==> src/rtl/nand_seq_pkg.sv <==
package nand_seq_pkg;

    localparam int unsigned TIME_W = 8;
    localparam int unsigned DLY_W  = 4;

    typedef enum logic [1:0] {
        KIND_CMD  = 2'd0,
        KIND_ADDR = 2'd1,
        KIND_DATA = 2'd2,
        KIND_DAT2 = 2'd3
    } latch_kind_e;

    typedef enum logic [2:0] {
        ST_IDLE   = 3'd0,
        ST_SETUP  = 3'd1,
        ST_TURN   = 3'd2,
        ST_STROBE = 3'd3,
        ST_HOLD   = 3'd4
    } seq_state_e;

    typedef struct packed {
        logic                  write;
        latch_kind_e           kind;
        logic                  use_turn;
        logic [TIME_W-1:0]     setup;
        logic [TIME_W-1:0]     turn;
        logic [TIME_W-1:0]     strobe;
        logic [TIME_W-1:0]     hold;
    } access_ctx_t;

    function automatic logic [TIME_W-1:0] widen_dly(input logic [DLY_W-1:0] v);
        return {{(TIME_W-DLY_W){1'b0}}, v};
    endfunction

endpackage

==> src/rtl/nand_seq_ctx_sel.sv <==
module nand_seq_ctx_sel
    import nand_seq_pkg::*;
(
    input  logic                 req_write,
    input  logic                 req_attr,
    input  logic [1:0]           req_kind,
    input  logic [DLY_W-1:0]     cfg_cle_re,
    input  logic [DLY_W-1:0]     cfg_ale_re,
    input  logic [TIME_W-1:0]    cfg_strobe,
    input  logic [TIME_W-1:0]    cfg_set_com,
    input  logic [TIME_W-1:0]    cfg_hold_com,
    input  logic [TIME_W-1:0]    cfg_set_att,
    input  logic [TIME_W-1:0]    cfg_hold_att,
    input  logic                 last_cmd,
    output access_ctx_t          ctx_o
);
    always_comb begin
        ctx_o.write    = req_write;
        ctx_o.kind     = latch_kind_e'(req_kind);
        ctx_o.use_turn = ~req_write;
        ctx_o.setup    = req_attr ? cfg_set_att  : cfg_set_com;
        ctx_o.hold     = req_attr ? cfg_hold_att : cfg_hold_com;
        ctx_o.strobe   = cfg_strobe;
        ctx_o.turn     = last_cmd ? widen_dly(cfg_cle_re) : widen_dly(cfg_ale_re);
    end
endmodule

==> src/rtl/nand_seq_fsm.sv <==
module nand_seq_fsm
    import nand_seq_pkg::*;
(
    input  logic          clk,
    input  logic          rst,
    input  logic          start,
    input  access_ctx_t   ctx_i,
    input  logic          wait_n,
    output seq_state_e    state_o,
    output logic          write_o,
    output latch_kind_e   kind_o,
    output logic          last_cmd_o,
    output logic          capture_o,
    output logic          done_o,
    output logic          ready_o
);
    seq_state_e          state_q;
    logic [TIME_W-1:0]   cnt_q;
    logic                write_q;
    latch_kind_e         kind_q;
    logic                use_turn_q;
    logic [TIME_W-1:0]   turn_q;
    logic [TIME_W-1:0]   strobe_q;
    logic [TIME_W-1:0]   hold_q;
    logic                last_cmd_q;
    logic                cnt_zero;

    assign cnt_zero = (cnt_q == '0);

    always_ff @(posedge clk) begin
        if (rst) begin
            state_q    <= ST_IDLE;
            cnt_q      <= '0;
            write_q    <= 1'b0;
            kind_q     <= KIND_DATA;
            use_turn_q <= 1'b0;
            turn_q     <= '0;
            strobe_q   <= '0;
            hold_q     <= '0;
            last_cmd_q <= 1'b1;
        end else begin
            case (state_q)
                ST_IDLE: begin
                    if (start) begin
                        write_q    <= ctx_i.write;
                        kind_q     <= ctx_i.kind;
                        use_turn_q <= ctx_i.use_turn;
                        turn_q     <= ctx_i.turn;
                        strobe_q   <= ctx_i.strobe;
                        hold_q     <= ctx_i.hold;
                        cnt_q      <= ctx_i.setup;
                        state_q    <= ST_SETUP;
                        if (ctx_i.write && ctx_i.kind == KIND_CMD)  last_cmd_q <= 1'b1;
                        if (ctx_i.write && ctx_i.kind == KIND_ADDR) last_cmd_q <= 1'b0;
                    end
                end
                ST_SETUP: begin
                    if (!cnt_zero) begin
                        cnt_q <= cnt_q - 1'b1;
                    end else if (use_turn_q) begin
                        cnt_q   <= turn_q;
                        state_q <= ST_TURN;
                    end else begin
                        cnt_q   <= strobe_q;
                        state_q <= ST_STROBE;
                    end
                end
                ST_TURN: begin
                    if (!cnt_zero) begin
                        cnt_q <= cnt_q - 1'b1;
                    end else begin
                        cnt_q   <= strobe_q;
                        state_q <= ST_STROBE;
                    end
                end
                ST_STROBE: begin
                    if (!cnt_zero) begin
                        cnt_q <= cnt_q - 1'b1;
                    end else if (wait_n) begin
                        cnt_q   <= hold_q;
                        state_q <= ST_HOLD;
                    end
                end
                ST_HOLD: begin
                    if (!cnt_zero) cnt_q <= cnt_q - 1'b1;
                    else           state_q <= ST_IDLE;
                end
                default: state_q <= ST_IDLE;
            endcase
        end
    end

    assign state_o    = state_q;
    assign write_o    = write_q;
    assign kind_o     = kind_q;
    assign last_cmd_o = last_cmd_q;
    assign ready_o    = (state_q == ST_IDLE);
    assign done_o     = (state_q == ST_HOLD) && cnt_zero;
    assign capture_o  = (state_q == ST_STROBE) && cnt_zero && wait_n && !write_q;


    done_then_idle_chk: assert property (@(posedge clk) disable iff (rst)
        done_o |=> ready_o);


    accept_busy_chk: assert property (@(posedge clk) disable iff (rst)
        (ready_o && start) |=> !ready_o);


    strobe_stretch_chk: assert property (@(posedge clk) disable iff (rst)
        (state_q == ST_STROBE && !wait_n) |=> (state_q == ST_STROBE));
endmodule

==> src/rtl/nand_seq_bus.sv <==
module nand_seq_bus
    import nand_seq_pkg::*;
#(
    parameter int unsigned AW = 16,
    parameter int unsigned DW = 8
) (
    input  logic               clk,
    input  logic               rst,
    input  logic               start,
    input  logic               busy,
    input  logic               req_write,
    input  logic [AW-1:0]      req_addr,
    input  logic [DW-1:0]      req_wdata,
    input  logic [TIME_W-1:0]  cfg_hiz,
    input  logic               capture,
    input  logic [DW-1:0]      bus_in,
    output logic [AW-1:0]      addr_out,
    output logic [DW-1:0]      bus_out,
    output logic               bus_oe,
    output logic [DW-1:0]      rdata
);
    logic [AW-1:0]     addr_q;
    logic [DW-1:0]     wdata_q;
    logic              write_q;
    logic [TIME_W-1:0] hz_cnt_q;
    logic              hz_done_q;
    logic [DW-1:0]     rdata_q;

    always_ff @(posedge clk) begin
        if (rst) begin
            addr_q    <= '0;
            wdata_q   <= '0;
            write_q   <= 1'b0;
            hz_cnt_q  <= '0;
            hz_done_q <= 1'b0;
            rdata_q   <= '0;
        end else begin
            if (start) begin
                addr_q    <= req_addr;
                wdata_q   <= req_wdata;
                write_q   <= req_write;
                hz_cnt_q  <= cfg_hiz;
                hz_done_q <= 1'b0;
            end else if (busy) begin
                if (hz_cnt_q != '0) hz_cnt_q  <= hz_cnt_q - 1'b1;
                else                hz_done_q <= 1'b1;
            end
            if (capture) rdata_q <= bus_in;
        end
    end

    assign bus_oe   = busy && write_q && hz_done_q;
    assign addr_out = busy ? addr_q : '0;
    assign bus_out  = bus_oe ? wdata_q : '0;
    assign rdata    = rdata_q;


    rdata_keep_chk: assert property (@(posedge clk) disable iff (rst)
        !capture |=> $stable(rdata));


    oe_in_access_chk: assert property (@(posedge clk) disable iff (rst)
        bus_oe |-> busy);
endmodule

==> src/rtl/nand_seq.sv <==
module nand_seq
    import nand_seq_pkg::*;
#(
    parameter int unsigned AW = 16,
    parameter int unsigned DW = 8
) (
    input  logic               clk,
    input  logic               rst,
    input  logic               req_valid,
    input  logic               req_write,
    input  logic               req_attr,
    input  logic [1:0]         req_kind,
    input  logic [AW-1:0]      req_addr,
    input  logic [DW-1:0]      req_wdata,
    input  logic [DLY_W-1:0]   cfg_cle_re,
    input  logic [DLY_W-1:0]   cfg_ale_re,
    input  logic [TIME_W-1:0]  cfg_hiz,
    input  logic [TIME_W-1:0]  cfg_strobe,
    input  logic [TIME_W-1:0]  cfg_set_com,
    input  logic [TIME_W-1:0]  cfg_hold_com,
    input  logic [TIME_W-1:0]  cfg_set_att,
    input  logic [TIME_W-1:0]  cfg_hold_att,
    input  logic               wait_n,
    input  logic [DW-1:0]      bus_in,
    output logic               ready,
    output logic               done,
    output logic [DW-1:0]      rdata,
    output logic               cs_n,
    output logic               cle,
    output logic               ale,
    output logic               we_n,
    output logic               re_n,
    output logic [AW-1:0]      addr_out,
    output logic [DW-1:0]      bus_out,
    output logic               bus_oe
);
    access_ctx_t  ctx;
    seq_state_e   state;
    logic         write_q;
    latch_kind_e  kind_q;
    logic         last_cmd;
    logic         capture;
    logic         start;
    logic         busy;
    logic         strobe_on;

    assign start = req_valid && ready;

    nand_seq_ctx_sel u_ctx (
        .req_write    (req_write),
        .req_attr     (req_attr),
        .req_kind     (req_kind),
        .cfg_cle_re   (cfg_cle_re),
        .cfg_ale_re   (cfg_ale_re),
        .cfg_strobe   (cfg_strobe),
        .cfg_set_com  (cfg_set_com),
        .cfg_hold_com (cfg_hold_com),
        .cfg_set_att  (cfg_set_att),
        .cfg_hold_att (cfg_hold_att),
        .last_cmd     (last_cmd),
        .ctx_o        (ctx)
    );

    nand_seq_fsm u_fsm (
        .clk        (clk),
        .rst        (rst),
        .start      (start),
        .ctx_i      (ctx),
        .wait_n     (wait_n),
        .state_o    (state),
        .write_o    (write_q),
        .kind_o     (kind_q),
        .last_cmd_o (last_cmd),
        .capture_o  (capture),
        .done_o     (done),
        .ready_o    (ready)
    );

    assign busy = (state != ST_IDLE);

    nand_seq_bus #(.AW(AW), .DW(DW)) u_bus (
        .clk       (clk),
        .rst       (rst),
        .start     (start),
        .busy      (busy),
        .req_write (req_write),
        .req_addr  (req_addr),
        .req_wdata (req_wdata),
        .cfg_hiz   (cfg_hiz),
        .capture   (capture),
        .bus_in    (bus_in),
        .addr_out  (addr_out),
        .bus_out   (bus_out),
        .bus_oe    (bus_oe),
        .rdata     (rdata)
    );

    assign strobe_on = (state == ST_STROBE);
    assign cs_n      = ~busy;
    assign we_n      = ~(strobe_on && write_q);
    assign re_n      = ~(strobe_on && !write_q);
    assign cle       = busy && (kind_q == KIND_CMD);
    assign ale       = busy && (kind_q == KIND_ADDR);


    latch_excl_chk: assert property (@(posedge clk) disable iff (rst)
        $onehot0({cle, ale}));


    strobe_cs_chk: assert property (@(posedge clk) disable iff (rst)
        (!we_n || !re_n) |-> !cs_n);


    read_no_drive_chk: assert property (@(posedge clk) disable iff (rst)
        bus_oe |-> re_n);


    reset_idle_chk: assert property (@(posedge clk)
        rst |=> (ready && cs_n && we_n && re_n && !bus_oe));
endmodule

==> config.mk <==
export PLATFORM = sky130hd
export DESIGN_NAME = nand_seq
export DESIGN_NICKNAME = d
export VERILOG_FILES = /design/src/rtl/nand_seq_pkg.sv /design/src/rtl/nand_seq_ctx_sel.sv /design/src/rtl/nand_seq_fsm.sv /design/src/rtl/nand_seq_bus.sv /design/src/rtl/nand_seq.sv
export SDC_FILE = /design/constraint.sdc
export NUM_CORES = 1
export LEC_CHECK = 0
export ABC_CLOCK_PERIOD_IN_PS = 5200
export BUFFER_PORTS_ARGS = -buffer_cell sky130_fd_sc_hd__buf_2
export CELL_PAD_IN_SITES_DETAIL_PLACEMENT = 1
export CELL_PAD_IN_SITES_GLOBAL_PLACEMENT = 1
export CORE_UTILIZATION = 39
export CTS_CLUSTER_DIAMETER = 50
export DETAILED_ROUTE_END_ITERATION = 8
export GPL_ROUTABILITY_DRIVEN = 0
export PLACE_DENSITY = 0.86
export SLEW_MARGIN = 20
export SYNTH_ARGS = -nofsm -noshare
export SYNTH_HDL_FRONTEND = slang
export SYNTH_SLANG_ARGS = --single-unit
==> constraint.sdc <==
create_clock -name clk -period 5.2 [get_ports clk]
set_input_delay 1.04 -clock clk [delete_from_list [all_inputs] [get_ports clk]]
set_output_delay 1.04 -clock clk [all_outputs]
set_load 0.005 [all_outputs]
==> flow_summary_export.csv, run 1 <==
group,metric,value,unit
logic_synthesis,synth.distinct_cells,65,
grt,grt_first_pass_wirelength,20440,um
setup_path,worst-setup-path-type,"flip-flop to primary output",
drt,route.met3.wl,666,um
power,seqPwrFrac,36.2,%
floorplanning,start_util,40.02,%
timing,slew_viol_final,0,
layout,n_antenna_cell,0,
timing,clock_skew,0.01615,ns
logic_synthesis,syn_avg_cell_area,7.834,sq um
timing,period_needed,3.902,ns
clocking,postCtsSetupBuffers,0,
clocking,clock-sinks,77,
clocking,path_clk_slew,0.10,ns
setup_path,cp_max_fo,29,
logic_synthesis,ys_warn_count,0,
clocking,clk_latency,0.37,ns
outcome,outcome,"completed",
setup_path,ff2ff_setup_slack,2.11,ns
layout,drive_above_1_share,27.09,%
drt,num_vias,4199,
power,vdd_drop_max,0.2312,mV
timing,post-route-period-util,75.05,%
logic_synthesis,netlist_area,4113,sq um
clocking,cts_inserted_buffers,9,
drt,avgViaCountPerCell,5.446,
logic_synthesis,synthCells,525,
drt,firstDrtPassIters,4,
layout,fin_util,48.53,%
floorplanning,die_h,104.7,um
layout,design_area,4987,sq um
place,placed_area,4782,sq um
setup_path,worst-r2r-cell-count,4,
power,p_sw,0.001086,W
timing,finalSetupViolCount,0,
grt,overflow,0,
clocking,cts_tree,"yes",
power,clock_power_share,19.3,%
logic_synthesis,ys_ff_latch,77,
logic_synthesis,synth_ff_type,"dfxtp_1",
floorplanning,io_pins,136,
drt,wl,12510,um
grt,grt_antenna_before_repair,0,
logic_synthesis,ys_seq_area_share,37.48,%
clocking,cts_buffer_depth,2,
power,switching_share,43.70,%
clocking,hold_buffers,0,
floorplanning,core,10280,sq um
power,p_per_area,498.1,nW/um^2
layout,fin_nets,728,
grt,grt_pass1_vias,4117,
grt,grt_use_total,23.18,%
floorplanning,rows,37,
layout,nFillCells,1349,
hold_path,hp-class,"flip-flop to flip-flop",
setup_path,arrival,2.86,ns
power,p_leak,2.147,nW
timing,slew_headroom,31.88,%
setup_path,critPathLaunchType,"flip-flop",
drt,wl_met1,5403,um
run,cap_violations,0,
power,p_total,0.002484,W
place,io_buffer_count,135,
place,place_hpwl,8792,um
timing,setup_tns,0,ns
hold_path,hold_depth,2,
clocking,htree_levels,3,
floorplanning,die-width,104.7,um
drt,drt.antenna.violating_nets,0,
logic_synthesis,synth_edf_count,0,
drt,wl_met2,6234,um
timing,final_hold_viol_count,0,
drt,drt_iter0_markers,201,
clocking,root_buffer,"clkbuf_8",
timing,tightest_slew,1.020,ns
drt,drc_errors,0,
logic_synthesis,async_reset_ff_share,0,%
grt,grt_max_degree,74,
clocking,ctsResizeCount,0,
layout,area_delta_synth_final,21.27,%
power,combPwrFrac,44.6,%
timing,rsz0062_at_grt,"false",
setup_path,critPathCaptureType,"primary output",
timing,timing.hold.ws,0.4539,ns
timing,max_freq,0.2563,GHz
logic_synthesis,syn_nets,623,
setup_path,cp_data_required_time,4.16,ns
power,p_int,0.001399,W
drt,detail_route.wl_per_cell,16.22,um
drt,top_layer_used,"met4",
floorplanning,design.die.area,10960,sq um
## cells in the mapped netlist (3+ instances only)
master     count  share of area, %
mux2_2         3              0.82
a2111oi_0      3              0.64
dfxtp_1       77                37
a21oi_1       60               7.3
a31oi_1        3              0.46
and2_1        26               4.0
o21ai_0       15               1.8
xnor2_1        3              0.64
buf_2         16               1.9
nor3_1         7              0.85
nor3b_1        6               1.1
o22ai_1        4              0.61
nor4_1         4              0.61
nand2b_1       3              0.46
buf_6          3              0.82
nor2b_1        4              0.61
mux2i_1       19               4.6
nor2_1        36               3.3
a211oi_1      19               3.5
inv_1         11               1.0
o2111ai_1      4              0.85
nand2_1      107               9.8
nand3_1        8              0.97
nand3b_1       3              0.55
clkbuf_1      24               2.2
## area by class of cell
class | instances | area (sq um) | area share (%)
Tap cell | 136 | 170.2 | 3.412
Clock buffer | 9 | 123.9 | 2.484
Sequential cell | 77 | 1541 | 30.91
Clock inverter | 7 | 81.33 | 1.631
Timing Repair Buffer | 139 | 705.7 | 14.15
Inverter | 12 | 45.04 | 0.9032
Multi-Input combinational cell | 391 | 2320 | 46.51
## critical path, stage by stage (launching register included)
cell	delay, ns
dfxtp_1	1.01
or3_1	0.70
and3_1	0.48
and2_1	0.19
buf_2	0.11
## cells by family after synthesis
logic type	count (synthesis)	share of synthesized area (%)
fa+ha+maj	2	0.6084
simple gates	224	26.89
flops	77	37.48
buf+inv	57	6.328
xor+xnor	5	1.065
compound gates	137	21.90
mux	23	5.719
## path summary, 6_finish.rpt
path / startpoint / endpoint
worst max-delay path: u_fsm.state_o[2] / bus_out[1]
worst min-delay path: u_bus.addr_q[13] / u_bus.addr_q[13]
worst max register to register: u_fsm.state_o[2] / u_fsm.cnt_q[7]
worst min register to register: u_bus.addr_q[13] / u_bus.addr_q[13]
## power by group through the flow
stage                     registers (W)  logic [W]  clock network, W
after detailed placement       0.000909    0.00109                 0
after CTS                      0.000897    0.00110          0.000493
after global routing           0.000927    0.00122          0.000521
final                          0.000899    0.00111          0.000479
after floorplan                0.000832   0.000899                 0
after global placement         0.000898    0.00104                 0
## stage by stage
stage | setup slack, ns | std cells
5_1_grt | 1.043 | 771
6_report | 1.298 | 771
3_5_place_dp | 1.702 | 755
4_1_cts | 1.261 | 771
3_3_place_gp | 1.880 | 755
2_1_floorplan | 2.793 | 525
## per-layer routing
layer,track usage [%],vias up
li1,-,2056
met1,29.07,2007
met2,39.59,119
met3,4.928,17
met4,7.243,0
met5,0,-
## layout by cell type, fill, tap and decap left out, drive strengths merged, types with 3 or more instances in the layout
| cell type | count |
|---|---|
| a211oi | 20 |
| nor3 | 7 |
| nor2 | 36 |
| nand2b | 3 |
| o41ai | 3 |
| clkbuf | 9 |
| buf | 139 |
| a21oi | 61 |
| dfxtp | 77 |
| o21ai | 15 |
| nor2b | 4 |
| nand3 | 8 |
| a32o | 3 |
| nor4 | 7 |
| nand2 | 107 |
| nor3b | 7 |
| xnor2 | 3 |
| mux2 | 4 |
| and2 | 26 |
| clkinvlp | 3 |
| nand3b | 3 |
| a2111oi | 4 |
| inv | 14 |
| a31oi | 3 |
| mux2i | 19 |
| o2111ai | 4 |
| o22ai | 4 |
## registers in the layout, indices dropped and copies added, names as in the netlist, 2 cells and up
| name | cells |
|---|---|
| u_fsm.strobe_q | 8 |
| u_bus.addr_q | 16 |
| u_fsm.kind_o | 2 |
| u_fsm.cnt_q | 8 |
| u_bus.wdata_q | 8 |
| u_bus.rdata | 8 |
| u_fsm.turn_q | 4 |
| u_fsm.hold_q | 8 |
| u_fsm.state_o | 3 |
| u_bus.hz_cnt_q | 8 |
Note: power is estimated with default switching activity, not from simulation.
==> run 2, diff against run 1 <==
--- a/config.mk
+++ b/config.mk
@@ -5,15 +5,15 @@
 export SDC_FILE = /design/constraint.sdc
 export NUM_CORES = 1
 export LEC_CHECK = 0
-export ABC_CLOCK_PERIOD_IN_PS = 5200
+export ABC_CLOCK_PERIOD_IN_PS = 3200
 export BUFFER_PORTS_ARGS = -buffer_cell sky130_fd_sc_hd__buf_2
 export CELL_PAD_IN_SITES_DETAIL_PLACEMENT = 1
 export CELL_PAD_IN_SITES_GLOBAL_PLACEMENT = 1
-export CORE_UTILIZATION = 39
+export CORE_UTILIZATION = 33
 export CTS_CLUSTER_DIAMETER = 50
 export DETAILED_ROUTE_END_ITERATION = 8
 export GPL_ROUTABILITY_DRIVEN = 0
-export PLACE_DENSITY = 0.86
+export PLACE_DENSITY = 0.78
 export SLEW_MARGIN = 20
 export SYNTH_ARGS = -nofsm -noshare
 export SYNTH_HDL_FRONTEND = slang
==> constraint.sdc (replaced) <==
create_clock -name clk -period 3.2 [get_ports clk]
set_input_delay 0.64 -clock clk [delete_from_list [all_inputs] [get_ports clk]]
set_output_delay 0.64 -clock clk [all_outputs]
set_load 0.005 [all_outputs]
==> run 2 against run 1 <==
Sequential cell count unchanged. Critical endpoint is now done. Critical path depth up 2. Critical path type unchanged. Clock power up 110%. Largest cell class unchanged. Sequential share of layout area down 1.0 points. Combinational power up 72%.
==> flow_summary_export.csv, run 2 (synthesis results as in run 1) <==
group,metric,value,unit
clocking,hold_buffers,0,
grt,grt_pass1_vias,4246,
outcome,outcome,"completed",
timing,period_needed,2.831,ns
drt,wl,13020,um
grt,grt_use_total,20.87,%
setup_path,crit_chain,"inv_1, ha_1, nor3b_2, nand2_1, nor2_1, buf_2",
setup_path,critPathLaunchType,"flip-flop",
layout,fin_nets,733,
setup_path,cp-startpoint,"u_fsm.cnt_q[0]",
clocking,htree_levels,3,
place,placed_area,4872,sq um
setup_path,r2r_end,"u_fsm.cnt_q[3]",
timing,finalSetupViolCount,0,
timing,max_freq,0.3532,GHz
floorplanning,io_pins,136,
power,p_leak,2.224,nW
clocking,clk_latency,0.34,ns
layout,area_delta_synth_final,25.52,%
setup_path,cp_data_required_time,2.56,ns
layout,largest_reg_flops,16,
setup_path,slowest_delay,0.41,ns
grt,grt_max_degree,56,
layout,final_common_cell,"buf_2",
drt,drt_iter0_markers,186,
clocking,cts_inserted_buffers,9,
setup_path,ff2ff_setup_slack,0.69,ns
floorplanning,die_h,113.6,um
power,p_total,0.004327,W
drt,detail_route.wl_per_cell,16.13,um
run,cap_violations,0,
timing,timing.hold.ws,0.4506,ns
setup_path,cp_slowest_cell,"nand2_1",
hold_path,hp-class,"flip-flop to flip-flop",
setup_path,worst-setup-path-type,"flip-flop to primary output",
timing,setup_tns,0,ns
power,p_per_area,838.2,nW/um^2
grt,overflow,0,
floorplanning,design.die.area,12910,sq um
timing,tightest_slew,0.7529,ns
timing,clock_skew,0.005358,ns
setup_path,worst-r2r-cell-count,7,
drt,firstDrtPassIters,4,
floorplanning,rows,40,
floorplanning,die-width,113.6,um
setup_path,reg2reg_from,"u_fsm.cnt_q[0]",
place,io_buffer_count,135,
grt,grt_antenna_before_repair,0,
place,place_hpwl,9530,um
clocking,root_buffer,"clkbuf_16",
timing,slew_headroom,49.59,%
clocking,clock-sinks,77,
timing,slew_viol_final,0,
setup_path,setup.worst_path.end,"done",
layout,n_antenna_cell,0,
setup_path,cp_max_fo,12,
clocking,cts_tree,"yes",
drt,avgViaCountPerCell,5.209,
clocking,ctsResizeCount,0,
layout,drive_above_1_share,27.54,%
layout,final_cell_mix,"135 x buf_2, 107 x nand2_1, 77 x dfxtp_1",
timing,post-route-period-util,88.47,%
floorplanning,start_util,34.10,%
clocking,postCtsSetupBuffers,0,
clocking,cts_buffer_depth,2,
timing,final_hold_viol_count,0,
power,vdd_drop_max,0.3480,mV
grt,grt_first_pass_wirelength,21100,um
layout,design_area,5162,sq um
drt,drc_errors,0,
timing,rsz0062_at_grt,"false",
floorplanning,core,12060,sq um
layout,largest-register,"u_bus.addr_q",
drt,num_vias,4204,
setup_path,arrival,2.19,ns
setup_path,critPathCaptureType,"primary output",
clocking,path_clk_slew,0.06,ns
drt,drt.antenna.violating_nets,0,
run 2: cell types whose count changed in the layout (fill, tap and decap cells not counted), sizes merged:
cell | before | now
buf | 139 | 144
clkinvlp | 3 | 1
inv | 14 | 11
clkinv | 1 | 5
run 2: layout make-up:
type	instances	area, sq um
clock buffers	9	225.2
clock inverters	6	65.06
fillers	1523	6899
inverters	12	45.04
multi-input cells	391	2320
flip-flops and latches	77	1541
well taps	168	210.2
repair buffers	144	755.7
run 2: per-stage QoR:
stage | worst slack [ns] | instances | util, %
after floorplan | 1.157 | 525 | -
after global placement | 0.9064 | 792 | 40.39
after detailed placement | 0.7437 | 792 | 40.39
after CTS | 0.4173 | 807 | 42.80
after global routing | 0.2837 | 807 | 42.80
final | 0.3691 | 807 | 42.80
run 2: worst max-delay path, delay by kind of cell (launching register included):
family	cells	cell delay, ns
fa+ha+maj	1	0.22
simple gates	3	1.02
flops	1	0.34
buf+inv	2	0.27
run 2: worst min path at each step:
stage | from | to | slack (ns) | cells past startpoint
final | u_bus.addr_q[0] | u_bus.addr_q[0] | 0.45 | 2
after detailed placement | u_bus.addr_q[0] | u_bus.addr_q[0] | 0.44 | 2
after global routing | u_bus.addr_q[13] | u_bus.addr_q[13] | 0.48 | 2
after floorplan | u_bus.addr_q[0] | u_bus.addr_q[0] | 0.43 | 2
after global placement | u_bus.rdata[7] | u_bus.rdata[7] | 0.44 | 2
after CTS | u_bus.addr_q[0] | u_bus.addr_q[0] | 0.45 | 2
run 2: metal layers:
layer  part of all wire, %  up-vias  global-route usage [%]  routed length [um]
li1                      -     2064                       -                   -
met1                    44     2022                   25.86                5744
met2                    50      104                   36.18                6506
met3                   4.4       14                   3.560                 571
met4                   1.5        0                   7.807                 195
met5                     0        -                       0                   0
run 2: power by group:
group | switching (W) | internal (W)
clock | 0.000409 | 0.000599
combinational | 0.00115 | 0.000756
sequential | 0.000227 | 0.00119
